## src/rtl/bitlogic_pkg.sv

```systemverilog
package bitlogic_pkg;

    typedef enum logic {
        ST_OPCODE,
        ST_OPERAND
    } core_state_e;

    typedef enum logic [2:0] {
        SK_HOLD,
        SK_PUSH,
        SK_POP,
        SK_REPL,
        SK_MERGE,
        SK_SWAP,
        SK_ROT,
        SK_FILL
    } stk_op_e;

    typedef enum logic [3:0] {
        DS_ZERO,
        DS_ONE,
        DS_TOS,
        DS_NTOS,
        DS_NOS,
        DS_NNOS,
        DS_TRUTH,
        DS_REG,
        DS_RISE,
        DS_FALL
    } din_sel_e;

    typedef enum logic [1:0] {
        WR_NONE,
        WR_LOAD,
        WR_SET,
        WR_CLEAR
    } wr_act_e;

    typedef struct packed {
        stk_op_e  sop;
        din_sel_e dsel;
        wr_act_e  act;
        logic     to_sfr;
        logic     is_param;
    } dec_t;

endpackage

```

## src/rtl/bitlogic_decode.sv

```systemverilog
module bitlogic_decode
    import bitlogic_pkg::*;
(
    input  logic [7:0] op_i,
    output dec_t       dec_o
);

    always_comb begin
        dec_o = '{sop: SK_HOLD, dsel: DS_ZERO, act: WR_NONE, to_sfr: 1'b0, is_param: 1'b0};
        unique case (op_i[7:6])
            2'b00, 2'b01: begin
                dec_o.to_sfr = op_i[6];
                unique case (op_i[5:4])
                    2'b00: begin dec_o.sop = SK_PUSH; dec_o.dsel = DS_REG; end
                    2'b01: begin dec_o.sop = SK_POP;  dec_o.act = WR_LOAD; end
                    2'b10: dec_o.act = WR_SET;
                    2'b11: dec_o.act = WR_CLEAR;
                endcase
            end
            2'b10: begin
                case (op_i)
                    8'h8C:   begin dec_o.sop = SK_PUSH; dec_o.dsel = DS_TOS;  end
                    8'h8A:   begin dec_o.sop = SK_PUSH; dec_o.dsel = DS_NOS;  end
                    8'hAA:   dec_o.sop = SK_POP;
                    8'hB0:   begin dec_o.sop = SK_PUSH; dec_o.dsel = DS_ZERO; end
                    8'hBF:   begin dec_o.sop = SK_PUSH; dec_o.dsel = DS_ONE;  end
                    8'h93:   begin dec_o.sop = SK_REPL; dec_o.dsel = DS_NTOS; end
                    8'hA5:   begin dec_o.sop = SK_PUSH; dec_o.dsel = DS_NNOS; end
                    default: begin dec_o.sop = SK_MERGE; dec_o.dsel = DS_TRUTH; end
                endcase
            end
            2'b11: begin
                unique case (op_i[5:4])
                    2'b00: begin dec_o.sop = SK_PUSH; dec_o.dsel = DS_RISE; end
                    2'b01: begin dec_o.sop = SK_PUSH; dec_o.dsel = DS_FALL; end
                    2'b10: dec_o.is_param = 1'b1;
                    2'b11: begin
                        case (op_i[3:0])
                            4'h0:    begin dec_o.sop = SK_FILL; dec_o.dsel = DS_ZERO; end
                            4'h1:    begin dec_o.sop = SK_FILL; dec_o.dsel = DS_ONE;  end
                            4'h2:    dec_o.sop = SK_SWAP;
                            4'h3:    dec_o.sop = SK_ROT;
                            default: dec_o.sop = SK_HOLD;
                        endcase
                    end
                endcase
            end
        endcase
    end

endmodule

```

## src/rtl/bitlogic_stack.sv

```systemverilog
module bitlogic_stack
    import bitlogic_pkg::*;
#(
    parameter int DEPTH = 16
) (
    input  logic    clk,
    input  logic    rst_n,
    input  stk_op_e op_i,
    input  logic    din_i,
    output logic    tos_o,
    output logic    nos_o,
    output logic    third_o
);

    // DEPTH must be a power of two so the pointer wraps as a ring.
    localparam int AW = $clog2(DEPTH);

    logic [DEPTH-1:0] mem_q;
    logic [AW-1:0]    sp_q;
    logic [AW-1:0]    sp_up, sp_dn, sp_dn2;

    assign sp_up   = sp_q + 1'b1;
    assign sp_dn   = sp_q - 1'b1;
    assign sp_dn2  = sp_q - 2'd2;
    assign tos_o   = mem_q[sp_q];
    assign nos_o   = mem_q[sp_dn];
    assign third_o = mem_q[sp_dn2];

    always_ff @(posedge clk or negedge rst_n) begin
        if (!rst_n) begin
            mem_q <= '0;
            sp_q  <= '0;
        end else begin
            case (op_i)
                SK_PUSH: begin
                    sp_q         <= sp_up;
                    mem_q[sp_up] <= din_i;
                end
                SK_POP:  sp_q <= sp_dn;
                SK_REPL: mem_q[sp_q] <= din_i;
                SK_MERGE: begin
                    sp_q         <= sp_dn;
                    mem_q[sp_dn] <= din_i;
                end
                SK_SWAP: begin
                    mem_q[sp_q]  <= mem_q[sp_dn];
                    mem_q[sp_dn] <= mem_q[sp_q];
                end
                SK_ROT: begin
                    mem_q[sp_q]   <= mem_q[sp_dn2];
                    mem_q[sp_dn]  <= mem_q[sp_q];
                    mem_q[sp_dn2] <= mem_q[sp_dn];
                end
                SK_FILL: mem_q <= {DEPTH{din_i}};
                default: ;
            endcase
        end
    end


    push_wrap_chk: assert property (@(posedge clk) disable iff (!rst_n)
        (op_i == SK_PUSH) |=> (sp_q == AW'($past(sp_q) + 1'b1)) && (tos_o == $past(din_i)));


    fill_all_chk: assert property (@(posedge clk) disable iff (!rst_n)
        (op_i == SK_FILL) |=> (mem_q == {DEPTH{$past(din_i)}}));

endmodule

```

## src/rtl/bitlogic_snap.sv

```systemverilog
module bitlogic_snap #(
    parameter int NIO = 8
) (
    input  logic           clk,
    input  logic           rst_n,
    input  logic           scan_i,
    input  logic [NIO-1:0] pins_i,
    input  logic [NIO-1:0] outs_i,
    output logic [NIO-1:0] in_cur_o,
    output logic [NIO-1:0] in_prev_o,
    output logic [NIO-1:0] out_cur_o,
    output logic [NIO-1:0] out_prev_o
);

    always_ff @(posedge clk or negedge rst_n) begin
        if (!rst_n) begin
            in_cur_o   <= '0;
            in_prev_o  <= '0;
            out_cur_o  <= '0;
            out_prev_o <= '0;
        end else if (scan_i) begin
            in_cur_o   <= pins_i;
            in_prev_o  <= in_cur_o;
            out_cur_o  <= outs_i;
            out_prev_o <= out_cur_o;
        end
    end


    snap_shift_chk: assert property (@(posedge clk) disable iff (!rst_n)
        scan_i |=> (in_cur_o == $past(pins_i)) && (in_prev_o == $past(in_cur_o)));


    snap_hold_chk: assert property (@(posedge clk) disable iff (!rst_n)
        !scan_i |=> $stable(in_cur_o) && $stable(in_prev_o));

endmodule

```

## src/rtl/bitlogic_core.sv

```systemverilog
module bitlogic_core
    import bitlogic_pkg::*;
#(
    parameter int NIO   = 8,
    parameter int DEPTH = 16,
    parameter int DIV_W = 4,
    parameter int SET_W = 5
) (
    input  logic             clk,
    input  logic             rst_n,
    input  logic             instr_valid_i,
    input  logic [7:0]       instr_byte_i,
    output logic             instr_ready_o,
    input  logic             scan_start_i,
    input  logic [NIO-1:0]   in_pins_i,
    output logic [NIO-1:0]   out_o,
    output logic             tmr_en_o,
    input  logic             tmr_state_i,
    output logic             srv_en_o,
    output logic             srv_pos_o,
    input  logic             srv_state_i,
    output logic [DIV_W-1:0] tmr_div_o,
    output logic [SET_W-1:0] srv_set_o
);

    localparam int IDX_W    = $clog2(NIO);
    localparam int SFR_SPAN = 16;
    localparam int NSFR     = 5;

    core_state_e state_q, state_d;
    dec_t        dec;
    stk_op_e     sk_op;
    logic        accept, exec_op, tos, nos, third, din, reg_bit, edge_cur, edge_prev;
    logic [IDX_W-1:0]    idx;
    logic [1:0]          tt_idx;
    logic [2:0]          pidx_q;
    logic [SFR_SPAN-1:0] sfr_rd;
    logic [NIO-1:0]      out_q, in_cur, in_prev, out_cur, out_prev;
    logic                tmr_en_q, srv_en_q, srv_pos_q;
    logic [DIV_W-1:0]    div_q;
    logic [SET_W-1:0]    set_q;

    bitlogic_decode u_dec (.op_i(instr_byte_i), .dec_o(dec));

    bitlogic_stack #(.DEPTH(DEPTH)) u_stk (
        .clk(clk), .rst_n(rst_n), .op_i(sk_op), .din_i(din),
        .tos_o(tos), .nos_o(nos), .third_o(third)
    );

    bitlogic_snap #(.NIO(NIO)) u_snap (
        .clk(clk), .rst_n(rst_n), .scan_i(scan_start_i), .pins_i(in_pins_i),
        .outs_i(out_q), .in_cur_o(in_cur), .in_prev_o(in_prev),
        .out_cur_o(out_cur), .out_prev_o(out_prev)
    );

    assign instr_ready_o = !scan_start_i;
    assign accept        = instr_valid_i && instr_ready_o;
    assign exec_op       = accept && (state_q == ST_OPCODE);
    assign sk_op         = exec_op ? dec.sop : SK_HOLD;
    assign idx           = instr_byte_i[IDX_W-1:0];
    assign tt_idx        = 2'd3 - {nos, tos};
    assign sfr_rd        = {{(SFR_SPAN-NSFR){1'b0}}, srv_state_i, srv_pos_q, srv_en_q, tmr_state_i, tmr_en_q};
    assign reg_bit       = dec.to_sfr ? sfr_rd[instr_byte_i[3:0]]
                         : (instr_byte_i[3] ? in_cur[idx] : out_q[idx]);
    assign edge_cur      = instr_byte_i[3] ? in_cur[idx]  : out_cur[idx];
    assign edge_prev     = instr_byte_i[3] ? in_prev[idx] : out_prev[idx];

    always_comb begin
        unique case (dec.dsel)
            DS_ONE:   din = 1'b1;
            DS_TOS:   din = tos;
            DS_NTOS:  din = !tos;
            DS_NOS:   din = nos;
            DS_NNOS:  din = !nos;
            DS_TRUTH: din = instr_byte_i[tt_idx];
            DS_REG:   din = reg_bit;
            DS_RISE:  din = edge_cur && !edge_prev;
            DS_FALL:  din = !edge_cur && edge_prev;
            default:  din = 1'b0;
        endcase
    end

    function automatic logic next_bit(wr_act_e a, logic cur, logic t);
        case (a)
            WR_LOAD:  return t;
            WR_SET:   return cur | t;
            WR_CLEAR: return cur & !t;
            default:  return cur;
        endcase
    endfunction

    // State register
    always_ff @(posedge clk or negedge rst_n) begin
        if (!rst_n) state_q <= ST_OPCODE;
        else        state_q <= state_d;
    end

    always_comb begin
        state_d = state_q;
        unique case (state_q)
            ST_OPCODE:  if (exec_op && dec.is_param) state_d = ST_OPERAND;
            ST_OPERAND: if (scan_start_i || accept)  state_d = ST_OPCODE;
        endcase
    end

    // Output and register updates
    always_ff @(posedge clk or negedge rst_n) begin
        if (!rst_n) begin
            out_q     <= '0;
            tmr_en_q  <= 1'b0;
            srv_en_q  <= 1'b0;
            srv_pos_q <= 1'b0;
            div_q     <= '0;
            set_q     <= '0;
            pidx_q    <= '0;
        end else begin
            if (exec_op && dec.act != WR_NONE) begin
                if (!dec.to_sfr) begin
                    out_q[idx] <= next_bit(dec.act, out_q[idx], tos);
                end else begin
                    case (instr_byte_i[3:0])
                        4'd0:    tmr_en_q  <= next_bit(dec.act, tmr_en_q, tos);
                        4'd2:    srv_en_q  <= next_bit(dec.act, srv_en_q, tos);
                        4'd3:    srv_pos_q <= next_bit(dec.act, srv_pos_q, tos);
                        default: ;
                    endcase
                end
            end
            if (exec_op && dec.is_param) pidx_q <= instr_byte_i[2:0];
            if (state_q == ST_OPERAND && accept) begin
                case (pidx_q)
                    3'd1:    div_q <= instr_byte_i[DIV_W-1:0];
                    3'd7:    set_q <= instr_byte_i[SET_W-1:0];
                    default: ;
                endcase
            end
        end
    end

    assign out_o     = out_q;
    assign tmr_en_o  = tmr_en_q;
    assign srv_en_o  = srv_en_q;
    assign srv_pos_o = srv_pos_q;
    assign tmr_div_o = div_q;
    assign srv_set_o = set_q;


    idle_hold_chk: assert property (@(posedge clk) disable iff (!rst_n)
        !accept |=> $stable(out_q) && $stable(div_q) && $stable(set_q) && $stable(tmr_en_q));


    set_guard_chk: assert property (@(posedge clk) disable iff (!rst_n)
        (exec_op && !dec.to_sfr && dec.act == WR_SET && !tos) |=> $stable(out_q));


    operand_return_chk: assert property (@(posedge clk) disable iff (!rst_n)
        (state_q == ST_OPERAND && accept) |=> (state_q == ST_OPCODE));


    operand_inert_chk: assert property (@(posedge clk) disable iff (!rst_n)
        (state_q == ST_OPERAND) |=> $stable(out_q) && $stable(srv_pos_q));


    unused_f_chk: assert property (@(posedge clk) disable iff (!rst_n)
        (exec_op && instr_byte_i[7:4] == 4'hF && instr_byte_i[3:2] != 2'b00) |=> $stable(out_q));

endmodule

```

## config.mk

```make
export PLATFORM = sky130hd
export DESIGN_NAME = bitlogic_core
export DESIGN_NICKNAME = d
export VERILOG_FILES = /design/src/rtl/bitlogic_pkg.sv /design/src/rtl/bitlogic_decode.sv /design/src/rtl/bitlogic_stack.sv /design/src/rtl/bitlogic_snap.sv /design/src/rtl/bitlogic_core.sv
export SDC_FILE = /design/constraint.sdc
export NUM_CORES = 1
export LEC_CHECK = 0
export BUFFER_PORTS_ARGS = -buffer_cell sky130_fd_sc_hd__buf_2
export CAP_MARGIN = 0
export CORE_UTILIZATION = 52
export CTS_CLUSTER_DIAMETER = 60
export CTS_CLUSTER_SIZE = 14
export DETAILED_ROUTE_END_ITERATION = 10
export GPL_ROUTABILITY_DRIVEN = 0
export GPL_TIMING_DRIVEN = 0
export PLACE_DENSITY = 0.7
export SLEW_MARGIN = 20
export SYNTH_ARGS = -nofsm -noshare
export SYNTH_HDL_FRONTEND = slang
export SYNTH_SLANG_ARGS = --single-unit
```

## constraint.sdc

```tcl
create_clock -name clk -period 3.85 [get_ports clk]
set_clock_uncertainty 0.05 [all_clocks]
set_input_delay 0.1925 -clock clk [delete_from_list [all_inputs] [get_ports clk]]
set_output_delay 0.1925 -clock clk [all_outputs]
set_load 0.02 [all_outputs]
```

# Yosys cells after proc, flatten, opt, wreduce, memory -nomap -nowiden
# Cells that the tools add are included.
# word_totals
output_inout_bits	21
wordCells	181
register_bits	76
inputBits	22
# op_classes
n_eq_ne	37
mux	68
reduce_logical	36
magnitude_cmp	12
bitwise	10
add_sub_neg	4
# op_table
op	count
bitwise mux 16 bit	8
case mux 16 bit (6 select lines)	1
equality test 8 bit, second input constant	7
case mux 7 bit (3 select lines)	2
two-way mux 1 bit	26
< comparator 4 x 5 -> 1 bit, second input constant	5
case mux 3 bit (3 select lines)	2
case mux 3 bit (6 select lines)	1
binary-select mux 1 bit (select 4 bit)	4
demux 1 bit (select 4 bit)	4
equality test 4 x 2 -> 1 bit, second input constant	4
equality test 4 x 3 -> 1 bit, second input constant	4
greater-or-equal comparator 4 x 1 -> 1 bit, second input constant	4
binary-select mux 1 bit (select 3 bit)	5
equality test 3 bit, second input constant	5
equality test 2 bit, second input constant	6
logical AND 1 bit	12
case mux 1 bit (3 select lines)	4
AND reduction 4 bit	3
two-way mux 3 bit	3
case mux 1 bit (9 select lines)	1
bitwise mux 8 bit	1
equality test 4 x 1 -> 1 bit, second input constant	2
equality test 4 bit, second input constant	2
other kinds (29)	51

# Logic depth before layout (Yosys ltp)
# depth
ltp_word	9
mapped_depth	15
mapped_depth_nobuf	10

# Hierarchy
# From an unflattened synthesis, not the netlist that was laid out.
# unflattened
hier_cells	760
area_unflattened_um2	6995.5
# by_module_without_submodules
mod	seq_area_each_um2	instances	area_per_inst_um2	cells_per_inst
bitlogic_stack	500.5	1	3514.6	463
bitlogic_core	600.6	1	1675.4	163
bitlogic_snap	800.8	1	1345.0	68
bitlogic_decode	0.0	1	460.4	66

# Worst setup path before layout
# OpenSTA, ideal clock, no wires.
# synth_timing
kind	reg-to-reg
start	register u_stk.sp_q[2]
end	register u_stk.mem_q[10]
path_buffers	4
setup_time_ns	0.126
t_required_ns	3.674
synth_period_minus_slack_ns	3.503
path_slack_ns	0.347
stages_incl_launch_ff	15
t_arrival_ns	3.327
path_cell_list	dfrtp_1 buf_4 clkbuf_1 inv_1 ha_1 a21boi_4 xor2_2 buf_6 mux4_2 xnor2_1 a211oi_2 and4_1 buf_6 nor2_1 o32a_1
# synth_via
elab_chain_len	9
word_cells_on_any_way	44
cone_classes	add/sub (4); order compare (8); mux (26); reduce/logical (6)
# synth_rtl
item	line	rtl
start, declared	bitlogic_stack.sv:19	logic [AW-1:0] sp_q;
start signal, assigned	bitlogic_stack.sv:36	sp_q <= sp_up;
start signal, assigned	bitlogic_stack.sv:39	SK_POP: sp_q <= sp_dn;
start signal, assigned	bitlogic_stack.sv:42	sp_q <= sp_dn;
subtractor 4 x 1 -> 4 bit	bitlogic_stack.sv:23	assign sp_dn = sp_q - 1'b1;
binary-select mux 1 bit (select 4 bit)	bitlogic_stack.sv:26, bitlogic_stack.sv:46, bitlogic_stack.sv:52	
two-way mux 1 bit (not written as such)	bitlogic_stack.sv:26, bitlogic_stack.sv:46, bitlogic_stack.sv:52	
subtractor 2 bit	bitlogic_core.sv:61	assign tt_idx = 2'd3 - {nos, tos};
binary-select mux 1 bit (select 2 bit)	bitlogic_core.sv:75	DS_TRUTH: din = instr_byte_i[tt_idx];
two-way mux 1 bit (not written as such)	bitlogic_core.sv:75	
case mux 1 bit (9 select lines)	bitlogic_core.sv:69	unique case (dec.dsel)
bitwise mux 16 bit (on tied branches)	bitlogic_stack.sv:43, bitlogic_stack.sv:37, bitlogic_stack.sv:40	
case mux 16 bit (6 select lines) *	bitlogic_stack.sv:34	case (op_i)
end signal, assigned by index	bitlogic_stack.sv:37	mem_q[sp_up] <= din_i;
end signal, assigned by index	bitlogic_stack.sv:43	mem_q[sp_dn] <= din_i;
end signal, assigned by index	bitlogic_stack.sv:46	mem_q[sp_q] <= mem_q[sp_dn];
end, declared	bitlogic_stack.sv:18	logic [DEPTH-1:0] mem_q;
# Mark *: on every way between the ends. The rest lies on a longest branch, timed or not. The select of a mux whose other input is x is not followed.
# A chain may end at the register's enable or synchronous reset.

# Worst setup path in the final report
# layout_timing
start	register u_stk.sp_q[2]
end	register u_stk.mem_q[2]
# The elaborated chain is that of the path after synthesis.

==> flow_metrics.env <==
export IMPL_critical_path_slowest_cell="mux4_2"
export IMPL_grt_overflow=0
export IMPL_clk_insertion_delay_late_ns=0.36
export IMPL_hold_viol=0
export IMPL_comb_power_share=0.652
export IMPL_power_uw=6450
export IMPL_power_density_nw_per_um2=805
export IMPL_layout_min_cycle_time_ns=3.79
export IMPL_ios=43
export IMPL_switching_share=0.530
export IMPL_port_buffers=38
export IMPL_drv_slew=0
export IMPL_worst_slew_pin_slew_ns=0.921
export IMPL_drc=0
export IMPL_die_w_um=119
export IMPL_place_inst=1040
export IMPL_synth_async_reset_ratio=1.00
export IMPL_fillers=1179
export IMPL_startpoint_type="flip-flop"
export IMPL_synth_edf_count=0
export IMPL_status="finished clean"
export IMPL_synthesis_area_um2=7130
export IMPL_dr_total_vias=7708
export IMPL_p_leak_uw=0.00326
export IMPL_ant_nets=0
export IMPL_path_cells="buf_4 > inv_1 > ha_2 > a21boi_4 > xor2_2 > buf_6 > mux4_2 > buf_4 > a2111oi_2 > a211oi_2 > nand4_4 > buf_6 > o21ai_1 > a211oi_1"
export IMPL_critPathMaxStageDelay_ns=0.60
export IMPL_area_growth_pct=12.3
export IMPL_grt_pass1_wl_mm=39.9
export IMPL_worst_slew_margin_rel=0.370
export IMPL_synth_seq_cells=76
export IMPL_cp_max_fo=19
export IMPL_stdcell_count=1060
export IMPL_p_int_uw=3030
export IMPL_die_y_um=119
export IMPL_ys_types=90
export IMPL_critPathTopFamily="compound AO/OA/AOI/OAI gates"
export IMPL_crit_required_ns=4.04
export IMPL_seq_area_frac_synth=0.267
export IMPL_wirelength_mm=25.7
export IMPL_clk_path_buf_depth=2
export IMPL_ir_worst_vdd_mv=0.317
export IMPL_syn_inst=825
export IMPL_period_share=0.986
export IMPL_pwr_share_seq=0.184
export IMPL_fmax_ghz=0.264
export IMPL_drtPass1Iterations=8
export IMPL_syn_num_nets=857
export IMPL_initial_core_util=0.537
export IMPL_core_area_um2=13300
export IMPL_setup_viol=0
export IMPL_worstSetupPathType="flip-flop to flip-flop"
export IMPL_avgSynthCellArea_um2=8.65
export IMPL_drt_iter0_markers=1472
export IMPL_numCtsBuffers=9
export IMPL_cts_htree_levels=3
export IMPL_final_nets=911
export IMPL_dominantRegCellSynth="dfrtp_1"
export IMPL_dp_hpwl_mm=18.1
export IMPL_worst_slack_ns=0.0550
export IMPL_clockPowerShare=0.164
export IMPL_cp_data_arrival_time_ns=3.98
export IMPL_grt_usage=0.365
export IMPL_hold_path_class="primary input to flip-flop"
export IMPL_maxCapViolations=0
export IMPL_drive_above_1_share=0.221
export IMPL_grt_max_degree=47
export IMPL_timing_critical_path_buf_inv=5
export IMPL_wire_per_inst_um=24.2
export IMPL_antenna_found_initial=1
export IMPL_switchingPower_uw=3420
export IMPL_die_area_um2=14200
export IMPL_endpoint_kind="flip-flop"
export IMPL_grt_pass1_vias=7290
export IMPL_diodes=0
export IMPL_vias_per_cell=7.27
export IMPL_rows=42
export IMPL_pre_cts_ws_ns=-0.784
export IMPL_ys_warn_count=0
export IMPL_cts_tree="yes"
export IMPL_clk_pin_slew_worst_paths_ns=0.07
export IMPL_clk_root_buffer_cell="clkbuf_16"
export IMPL_cts_sinks=76
[cell families after synthesis]
family / count (synthesis) / share of synthesized area
AOI/OAI and AO/OA: 255 / 0.264
xor gates and xnor gates: 16 / 0.0207
adders and majority gates: 10 / 0.0175
buffers and inverters: 93 / 0.0710
DFF: 76 / 0.267
muxes: 79 / 0.155
and+or+nand+nor: 296 / 0.206
[power by group through the flow]
stage | clock network (uW) | registers (uW) | logic [uW]
global route | 1090 | 1200 | 4360
floorplan | 0 | 1100 | 2680
finish | 1060 | 1190 | 4210
CTS | 1060 | 1160 | 3860
global placement | 0 | 1160 | 3730
detailed placement | 0 | 1180 | 3810
[through the flow]
| step | cell area, um^2 | TNS, ns | util | hold WS, ns |
|---|---|---|---|---|
| 2_1_floorplan | 7130 | 0 | - | -0.153 |
| 3_3_place_gp | 7540 | -6.33 | 0.567 | 0.373 |
| 3_5_place_dp | 7570 | -7.09 | 0.570 | 0.139 |
| 4_1_cts | 7960 | 0 | 0.598 | 0.0125 |
| 5_1_grt | 8010 | -0.0264 | 0.603 | 0.0187 |
| 6_report | 8010 | 0 | 0.603 | 0.0138 |
[sequential cells by signal, summed over array words and instances (netlist names), 3 cells and up]
| name | flops |
|---|---|
| out_o | 8 |
| pidx_q | 3 |
| srv_set_o | 5 |
| tmr_div_o | 4 |
| u_snap.in_cur_o | 8 |
| u_snap.in_prev_o | 8 |
| u_snap.out_cur_o | 8 |
| u_snap.out_prev_o | 8 |
| u_stk.mem_q | 16 |
| u_stk.sp_q | 4 |
[metal layers]
layer  track usage  share of wire
met1         0.500           0.40
met4         0.173          0.046
met5             0              0
met2         0.519           0.41
met3         0.114           0.14
[worst paths after layout]
check / startpoint / endpoint / slack [ns] / cells after the start
setup / recovery: u_stk.sp_q[2]$_DFFE_PN0P_ / u_stk.mem_q[2]$_DFFE_PN0P_ / 0.06 / 14
hold / removal: in_pins_i[0] / u_snap.in_cur_o[0]$_DFFE_PN0P_ / 0.01 / 2
setup reg to reg: u_stk.sp_q[2]$_DFFE_PN0P_ / u_stk.mem_q[2]$_DFFE_PN0P_ / 0.06 / 14
hold reg to reg: tmr_div_o[2]$_DFFE_PN0P_ / tmr_div_o[2]$_DFFE_PN0P_ / 0.44 / 2
max in group asynchronous: rst_n / u_stk.mem_q[9]$_DFFE_PN0P_ / 2.86 / 3
min in group asynchronous: rst_n / u_snap.out_prev_o[6]$_DFFE_PN0P_ / 0.30 / 2
[area by class of cell]
cell class | count | area [um^2] | share of cell area
Multi-Input combinational cell | 656 | 4750 | 0.593
Sequential cell | 76 | 1900 | 0.237
Buffer | 69 | 424 | 0.0529
Timing Repair Buffer | 46 | 275 | 0.0343
Clock buffer | 9 | 225 | 0.0281
Tap cell | 176 | 220 | 0.0275
Clock inverter | 7 | 130 | 0.0162
Inverter | 21 | 82.6 | 0.0103
[layout by cell type, fill, tap and decap left out, drive strengths merged, types with 10 or more instances in the layout]
cell type   n
buf        80
dfrtp      76
a21oi      46
o211ai     15
nor2b      11
clkbuf     41
nor3       20
nand2      84
ha         10
and3       16
mux2       53
a21o       12
a31oi      15
nand3      38
nand2b     11
inv        23
mux4       18
nor2       66
o21ai      50
[cells in the mapped netlist, drive strengths merged (10+ instances only)]
library cell	instances	area, um^2
a21oi	46	234
nand2	84	315
a31oi	15	93.8
nand3	38	190
o211ai	15	113
dfrtp	76	1900
nor2b	11	68.8
nand2b	11	68.8
and3	16	100
mux4	18	427
ha	10	125
o21ai	50	262
mux2	53	597
nor3	20	100
clkbuf	34	129
inv	20	75.1
nor2	66	253
buf	36	272
a21o	12	90.1
[repair_timing]
item,in CTS,in global routing
endpoints found under the setup margin,16,12
pin swaps,0,2
resized for setup,5,8
setup buffers,1,5
hold buffers,1,0
hold endpoints to repair,30,0
No activity file was read; power rests on OpenSTA's default activity.
